--- src/rtl/clk_lane_pkg.sv ---
package clk_lane_pkg;

    typedef enum logic [1:0] {
        CL_HS_ACTIVE = 2'd0,
        CL_TO_LP     = 2'd1,
        CL_LP_IDLE   = 2'd2,
        CL_TO_HS     = 2'd3
    } cl_state_e;

    typedef struct packed {
        logic enter;
        logic wake;
    } cl_decision_t;

    typedef struct packed {
        logic lp_req;
        logic hs_ready;
    } cl_outputs_t;

    function automatic cl_outputs_t cl_decode(input cl_state_e st);
        cl_outputs_t o;
        o.lp_req   = (st == CL_TO_LP) || (st == CL_LP_IDLE);
        o.hs_ready = (st == CL_HS_ACTIVE);
        return o;
    endfunction

endpackage

--- src/rtl/clk_lane_gate.sv ---
module clk_lane_gate
    import clk_lane_pkg::*;
#(
    parameter int TW = 8,
    parameter int BW = 16
) (
    input  logic          active,
    input  logic          mode_video,
    input  logic          hs_pending,
    input  logic [BW-1:0] blank_left,
    input  logic [TW-1:0] hs2lp,
    input  logic [TW-1:0] lp2hs,
    output cl_decision_t  dec
);
    localparam int SW = TW + 1;
    localparam int CW = (BW > SW) ? BW : SW;

    logic [CW-1:0] sum_x;
    logic [CW-1:0] blank_x;
    logic [CW-1:0] lp2hs_x;

    always_comb begin
        sum_x   = CW'(hs2lp) + CW'(lp2hs);
        blank_x = CW'(blank_left);
        lp2hs_x = CW'(lp2hs);
    end

    always_comb begin
        if (mode_video) begin
            dec.enter = active && (blank_x != '0) && (blank_x >= sum_x);
            dec.wake  = !active || (blank_x <= lp2hs_x);
        end else begin
            dec.enter = active && !hs_pending;
            dec.wake  = !active || hs_pending;
        end
    end
endmodule

--- src/rtl/clk_lane_timer.sv ---
module clk_lane_timer #(
    parameter int TW = 8
) (
    input  logic          clk,
    input  logic          rst,
    input  logic          load,
    input  logic [TW-1:0] load_val,
    output logic          done
);
    logic [TW-1:0] cnt;

    always_ff @(posedge clk) begin
        if (rst) begin
            cnt <= '0;
        end else if (load) begin
            cnt <= load_val;
        end else if (cnt != '0) begin
            cnt <= cnt - 1'b1;
        end
    end

    assign done = (cnt <= TW'(1));
endmodule

--- src/rtl/clk_lane_fsm.sv ---
module clk_lane_fsm
    import clk_lane_pkg::*;
(
    input  logic         clk,
    input  logic         rst,
    input  cl_decision_t dec,
    input  logic         tmr_done,
    output cl_state_e    state,
    output logic         tmr_load,
    output logic         sel_lp2hs
);
    cl_state_e nxt;

    always_comb begin
        nxt       = state;
        tmr_load  = 1'b0;
        sel_lp2hs = 1'b0;
        unique case (state)
            CL_HS_ACTIVE: if (dec.enter) begin
                nxt      = CL_TO_LP;
                tmr_load = 1'b1;
            end
            CL_TO_LP: if (tmr_done) nxt = CL_LP_IDLE;
            CL_LP_IDLE: if (dec.wake) begin
                nxt       = CL_TO_HS;
                tmr_load  = 1'b1;
                sel_lp2hs = 1'b1;
            end
            CL_TO_HS: if (tmr_done) nxt = CL_HS_ACTIVE;
            default: nxt = CL_HS_ACTIVE;
        endcase
    end

    always_ff @(posedge clk) begin
        if (rst) state <= CL_HS_ACTIVE;
        else     state <= nxt;
    end
endmodule

--- src/rtl/clk_lane_lp_ctrl.sv ---
module clk_lane_lp_ctrl
    import clk_lane_pkg::*;
#(
    parameter int TW = 8,
    parameter int BW = 16
) (
    input  logic          clk,
    input  logic          rst,
    input  logic          cfg_enable,
    input  logic          cfg_auto,
    input  logic [TW-1:0] cfg_hs2lp,
    input  logic [TW-1:0] cfg_lp2hs,
    input  logic          mode_video,
    input  logic          hs_pending,
    input  logic [BW-1:0] blank_left,
    output logic          lp_req,
    output logic          hs_ready
);
    cl_decision_t dec;
    cl_state_e    state;
    cl_outputs_t  outs;
    logic         tmr_load;
    logic         tmr_done;
    logic         sel_lp2hs;
    logic [TW-1:0] tmr_val;

    clk_lane_gate #(.TW(TW), .BW(BW)) u_gate (
        .active     (cfg_enable && cfg_auto),
        .mode_video (mode_video),
        .hs_pending (hs_pending),
        .blank_left (blank_left),
        .hs2lp      (cfg_hs2lp),
        .lp2hs      (cfg_lp2hs),
        .dec        (dec)
    );

    clk_lane_fsm u_fsm (
        .clk       (clk),
        .rst       (rst),
        .dec       (dec),
        .tmr_done  (tmr_done),
        .state     (state),
        .tmr_load  (tmr_load),
        .sel_lp2hs (sel_lp2hs)
    );

    assign tmr_val = sel_lp2hs ? cfg_lp2hs : cfg_hs2lp;

    clk_lane_timer #(.TW(TW)) u_timer (
        .clk      (clk),
        .rst      (rst),
        .load     (tmr_load),
        .load_val (tmr_val),
        .done     (tmr_done)
    );

    assign outs     = cl_decode(state);
    assign lp_req   = outs.lp_req;
    assign hs_ready = outs.hs_ready;
endmodule

--- config.mk ---
export PLATFORM = sky130hd
export DESIGN_NAME = clk_lane_lp_ctrl
export DESIGN_NICKNAME = d
export VERILOG_FILES = /design/src/rtl/clk_lane_pkg.sv /design/src/rtl/clk_lane_gate.sv /design/src/rtl/clk_lane_timer.sv /design/src/rtl/clk_lane_fsm.sv /design/src/rtl/clk_lane_lp_ctrl.sv
export SDC_FILE = /design/constraint.sdc
export NUM_CORES = 1
export LEC_CHECK = 0
export BUFFER_PORTS_ARGS = -buffer_cell sky130_fd_sc_hd__buf_4
export CAP_MARGIN = 20
export CORE_ASPECT_RATIO = 0.9
export CORE_MARGIN = 10
export CORE_UTILIZATION = 40
export DETAILED_ROUTE_END_ITERATION = 10
export GPL_ROUTABILITY_DRIVEN = 0
export SLEW_MARGIN = 20
export SYNTH_ARGS = -nofsm -noshare
export SYNTH_HDL_FRONTEND = slang
export SYNTH_SLANG_ARGS = --single-unit
--- constraint.sdc ---
create_clock -name clk -period 9.5 [get_ports clk]
set_input_delay 1.425 -clock clk [delete_from_list [all_inputs] [get_ports clk]]
set_output_delay 1.425 -clock clk [all_outputs]
set_load 0.01 [all_outputs]
==> impl_metrics.json <==
{
  "required_ns": 9.66,
  "setup_tns_ns": 0,
  "arrival_ns": 4.90,
  "hpwl_um": 3590,
  "cp-end-kind": "register",
  "critPathMaxFanout": 11,
  "first_iter_violations": 68,
  "placed_cell_area_um2": 1800,
  "drc": 0,
  "drive_gt1_share_pct": 21.5,
  "synth.distinct_cells": 40,
  "p_int_w": 0.000202,
  "design_area_um2": 1860,
  "rsz0062_at_grt": "no",
  "ant_nets": 0,
  "cp_slowest_cell": "a2111oi_0",
  "vias_per_cell": 5.53,
  "async_reset_ff_share_pct": 0,
  "p_leak_nw": 0.874,
  "die_w_um": 84.0,
  "top_level_ports": 40,
  "clk_path_buf_depth": 2,
  "outcome": "finished clean",
  "yosysWarnings": 0,
  "min_path_cells": 2,
  "powerDensity_nw_per_um2": 187,
  "clockRootBuffer": "clkbuf_8",
  "reg2reg_depth": 5,
  "post_cts_resize_count": 0,
  "post-place-ws_ns": 4.62,
  "cp.depth": 15,
  "post_cts_buffers": 0,
  "fin_worst_skew_ns": 0.00185,
  "layout_setup_ws_ns": 4.76,
  "maxSlewHeadroom_pct": 43.6,
  "p_comb_share_pct": 63.2,
  "grt_pass1_wl_um": 6960,
  "cts_made_buffers": 3,
  "switchingPower_w": 0.000146,
  "path_cells": "buf_4, ha_1, fa_1, a21o_1, a21oi_1, o21bai_1, a21oi_1, nor2_1, a211oi_1, ha_1, a2111oi_0, a211oi_1, and3_4, or3_1, a31oi_1",
  "ctsHoldBuffers": 0,
  "critical-path-top-delay-family": "compound AO/OA/AOI/OAI gates",
  "nets": 294,
  "vias": 1476,
  "core_um2": 3450,
  "drv_cap": 0,
  "rows": 20,
  "crit_type": "in -> reg",
  "slowest_delay_ns": 0.45,
  "fill_cells": 339,
  "grt_max_degree": 12,
  "num_antenna_cells": 0,
  "grt_pass1_vias": 1533,
  "initial_core_util_pct": 42.6,
  "clkPwrFrac_pct": 14.7,
  "netSwitchingFraction_pct": 42.0,
  "avgSynthCellArea_um2": 8.05,
  "grt_usage_pct": 12.3,
  "yosys_register_bits": 10,
  "h-tree-depth": 1,
  "port_buffers": 39,
  "ys.flop_type": "dfxtp_1",
  "final_common_cell": "buf_4",
  "hold_class": "reg -> reg",
  "drv_slew": 0,
  "hold_violations": 0,
  "start_kind": "primary input",
  "peakVddDrop_v": 0.0000570,
  "syn2layout_area_growth_pct": 26.1,
  "syn_nets": 253,
  "min_period_ns": 4.74,
  "worst_pin_slew_ns": 0.841,
  "seq_power_share_pct": 22.1,
  "fp.dieH_um": 77.6,
  "route.detailed.wl_per_inst_um": 15.2,
  "synth_edf_count": 0,
  "drt-pass1-iter-count": 4,
  "layout_common_cells": "39 x buf_4, 31 x ha_1, 18 x inv_1, 15 x nand2_1, 14 x nor2_1",
  "syn-instance-count": 183,
  "die_area_um2": 6510,
  "grt_antenna_before_repair": 0,
  "insertion_delay_ns": 0.23,
  "synth_area_um2": 1470,
  "min_period_over_period_pct": 49.9,
  "grt.overflow.total": 0,
  "clk_pin_slew_ns": 0.05,
  "yosysSeqAreaShare_pct": 13.6,
  "cts.sinks": 10,
  "setup_violations": 0,
  "crit_buf_inv": 1,
  "tritoncts": "yes",
  "wirelength_um": 4070,
  "fmax_ghz": 0.211
}
[Yosys cell counts (2+ instances only)]
library cell / n / area (µm²)
xor2_1: 3 / 26.3
o21ai_0: 6 / 30.0
nor2_1: 14 / 52.6
a21oi_1: 9 / 45.0
a211o_1: 2 / 17.5
inv_1: 18 / 67.6
xnor2_1: 6 / 52.6
or2_2: 2 / 12.5
nand4_1: 3 / 18.8
or3_1: 2 / 12.5
dfxtp_1: 10 / 200
a21o_1: 4 / 30.0
a31oi_1: 3 / 18.8
a211oi_1: 4 / 30.0
o21a_1: 3 / 22.5
o31ai_1: 6 / 45.0
nand2_1: 15 / 56.3
nand3_1: 2 / 10.0
nor3_1: 3 / 15.0
nor2b_1: 2 / 12.5
clkbuf_1: 2 / 7.51
mux2i_1: 9 / 90.1
o22ai_1: 4 / 25.0
o211ai_1: 2 / 15.0
or4_1: 4 / 30.0
ha_1: 31 / 388
[worst register-to-register path: stages (launching register included)]
cell,delay (ns)
dfxtp_1,0.34
or4_1,0.60
o22ai_1,0.25
o21ai_0,0.13
a211oi_1,0.43
mux2i_1,0.22
[kinds of logic (layout without fill, tap and decap cells)]
kind of cell | after synthesis | after routing | synth area share [%]
multiplexers | 9 | 9 | 6.12
adder cells (fa/ha/maj) | 32 | 32 | 27.7
buffers and inverters | 21 | 61 | 5.86
XOR/XNOR | 9 | 9 | 5.35
AND/OR/NAND/NOR | 52 | 52 | 18.4
AO/OA/AOI/OAI | 50 | 50 | 23.0
flip-flops | 10 | 10 | 13.6
[per-stage QoR]
step                hold slack, ns  utilization [%]  power, W  instances
CTS                          0.500             53.8  0.000349        267
finish                       0.497             53.8  0.000348        267
global placement             0.499             52.2  0.000292        263
detailed placement           0.494             52.2  0.000295        263
global route                 0.550             53.8  0.000385        267
floorplan                    0.468                -  0.000235        183
[power groups by stage]
stage	Sequential (W)	Clock (W)	Combinational [W]
detailed placement	0.0000774	0	0.000218
finish	0.0000767	0.0000512	0.000220
floorplan	0.0000738	0	0.000161
global placement	0.0000764	0	0.000215
CTS	0.0000766	0.0000521	0.000220
global route	0.0000796	0.0000543	0.000251
[path summary, 6_finish.rpt]
kind / startpoint / to / slack, ns
worst min-delay path: u_fsm.state[1]$_SDFFE_PP0P_ / u_fsm.state[1]$_SDFFE_PP0P_ / 0.50
worst max register to register: u_timer.cnt[4]$_SDFFE_PP0P_ / u_fsm.state[1]$_SDFFE_PP0P_ / 7.46
worst min register to register: u_fsm.state[1]$_SDFFE_PP0P_ / u_fsm.state[1]$_SDFFE_PP0P_ / 0.50
worst max-delay path: cfg_hs2lp[0] / u_timer.cnt[2]$_SDFFE_PP0P_ / 4.76
[per-layer routing]
| metal | track usage, % | vias up | routed length, µm |
|---|---|---|---|
| met5 | 0 | - | 0 |
| met4 | 4.18 | 0 | 59 |
| met3 | 1.25 | 6 | 112 |
| met2 | 21.3 | 33 | 1970 |
| met1 | 15.4 | 681 | 1930 |
| li1 | - | 756 | - |
[layout make-up]
class | instances | area (µm²) | share of cell area, %
clock buffer | 4 | 55.1 | 2.96
inverter | 18 | 67.6 | 3.64
multi-input combinational | 152 | 1190 | 63.9
sequential | 10 | 200 | 10.8
tap | 44 | 55.1 | 2.96
timing repair buffer | 39 | 293 | 15.8
[registers in the layout (all words and copies together) (netlist names)]
name and count:
u_timer.cnt 8, u_fsm.state 2
(Power assumes the default switching activity.)
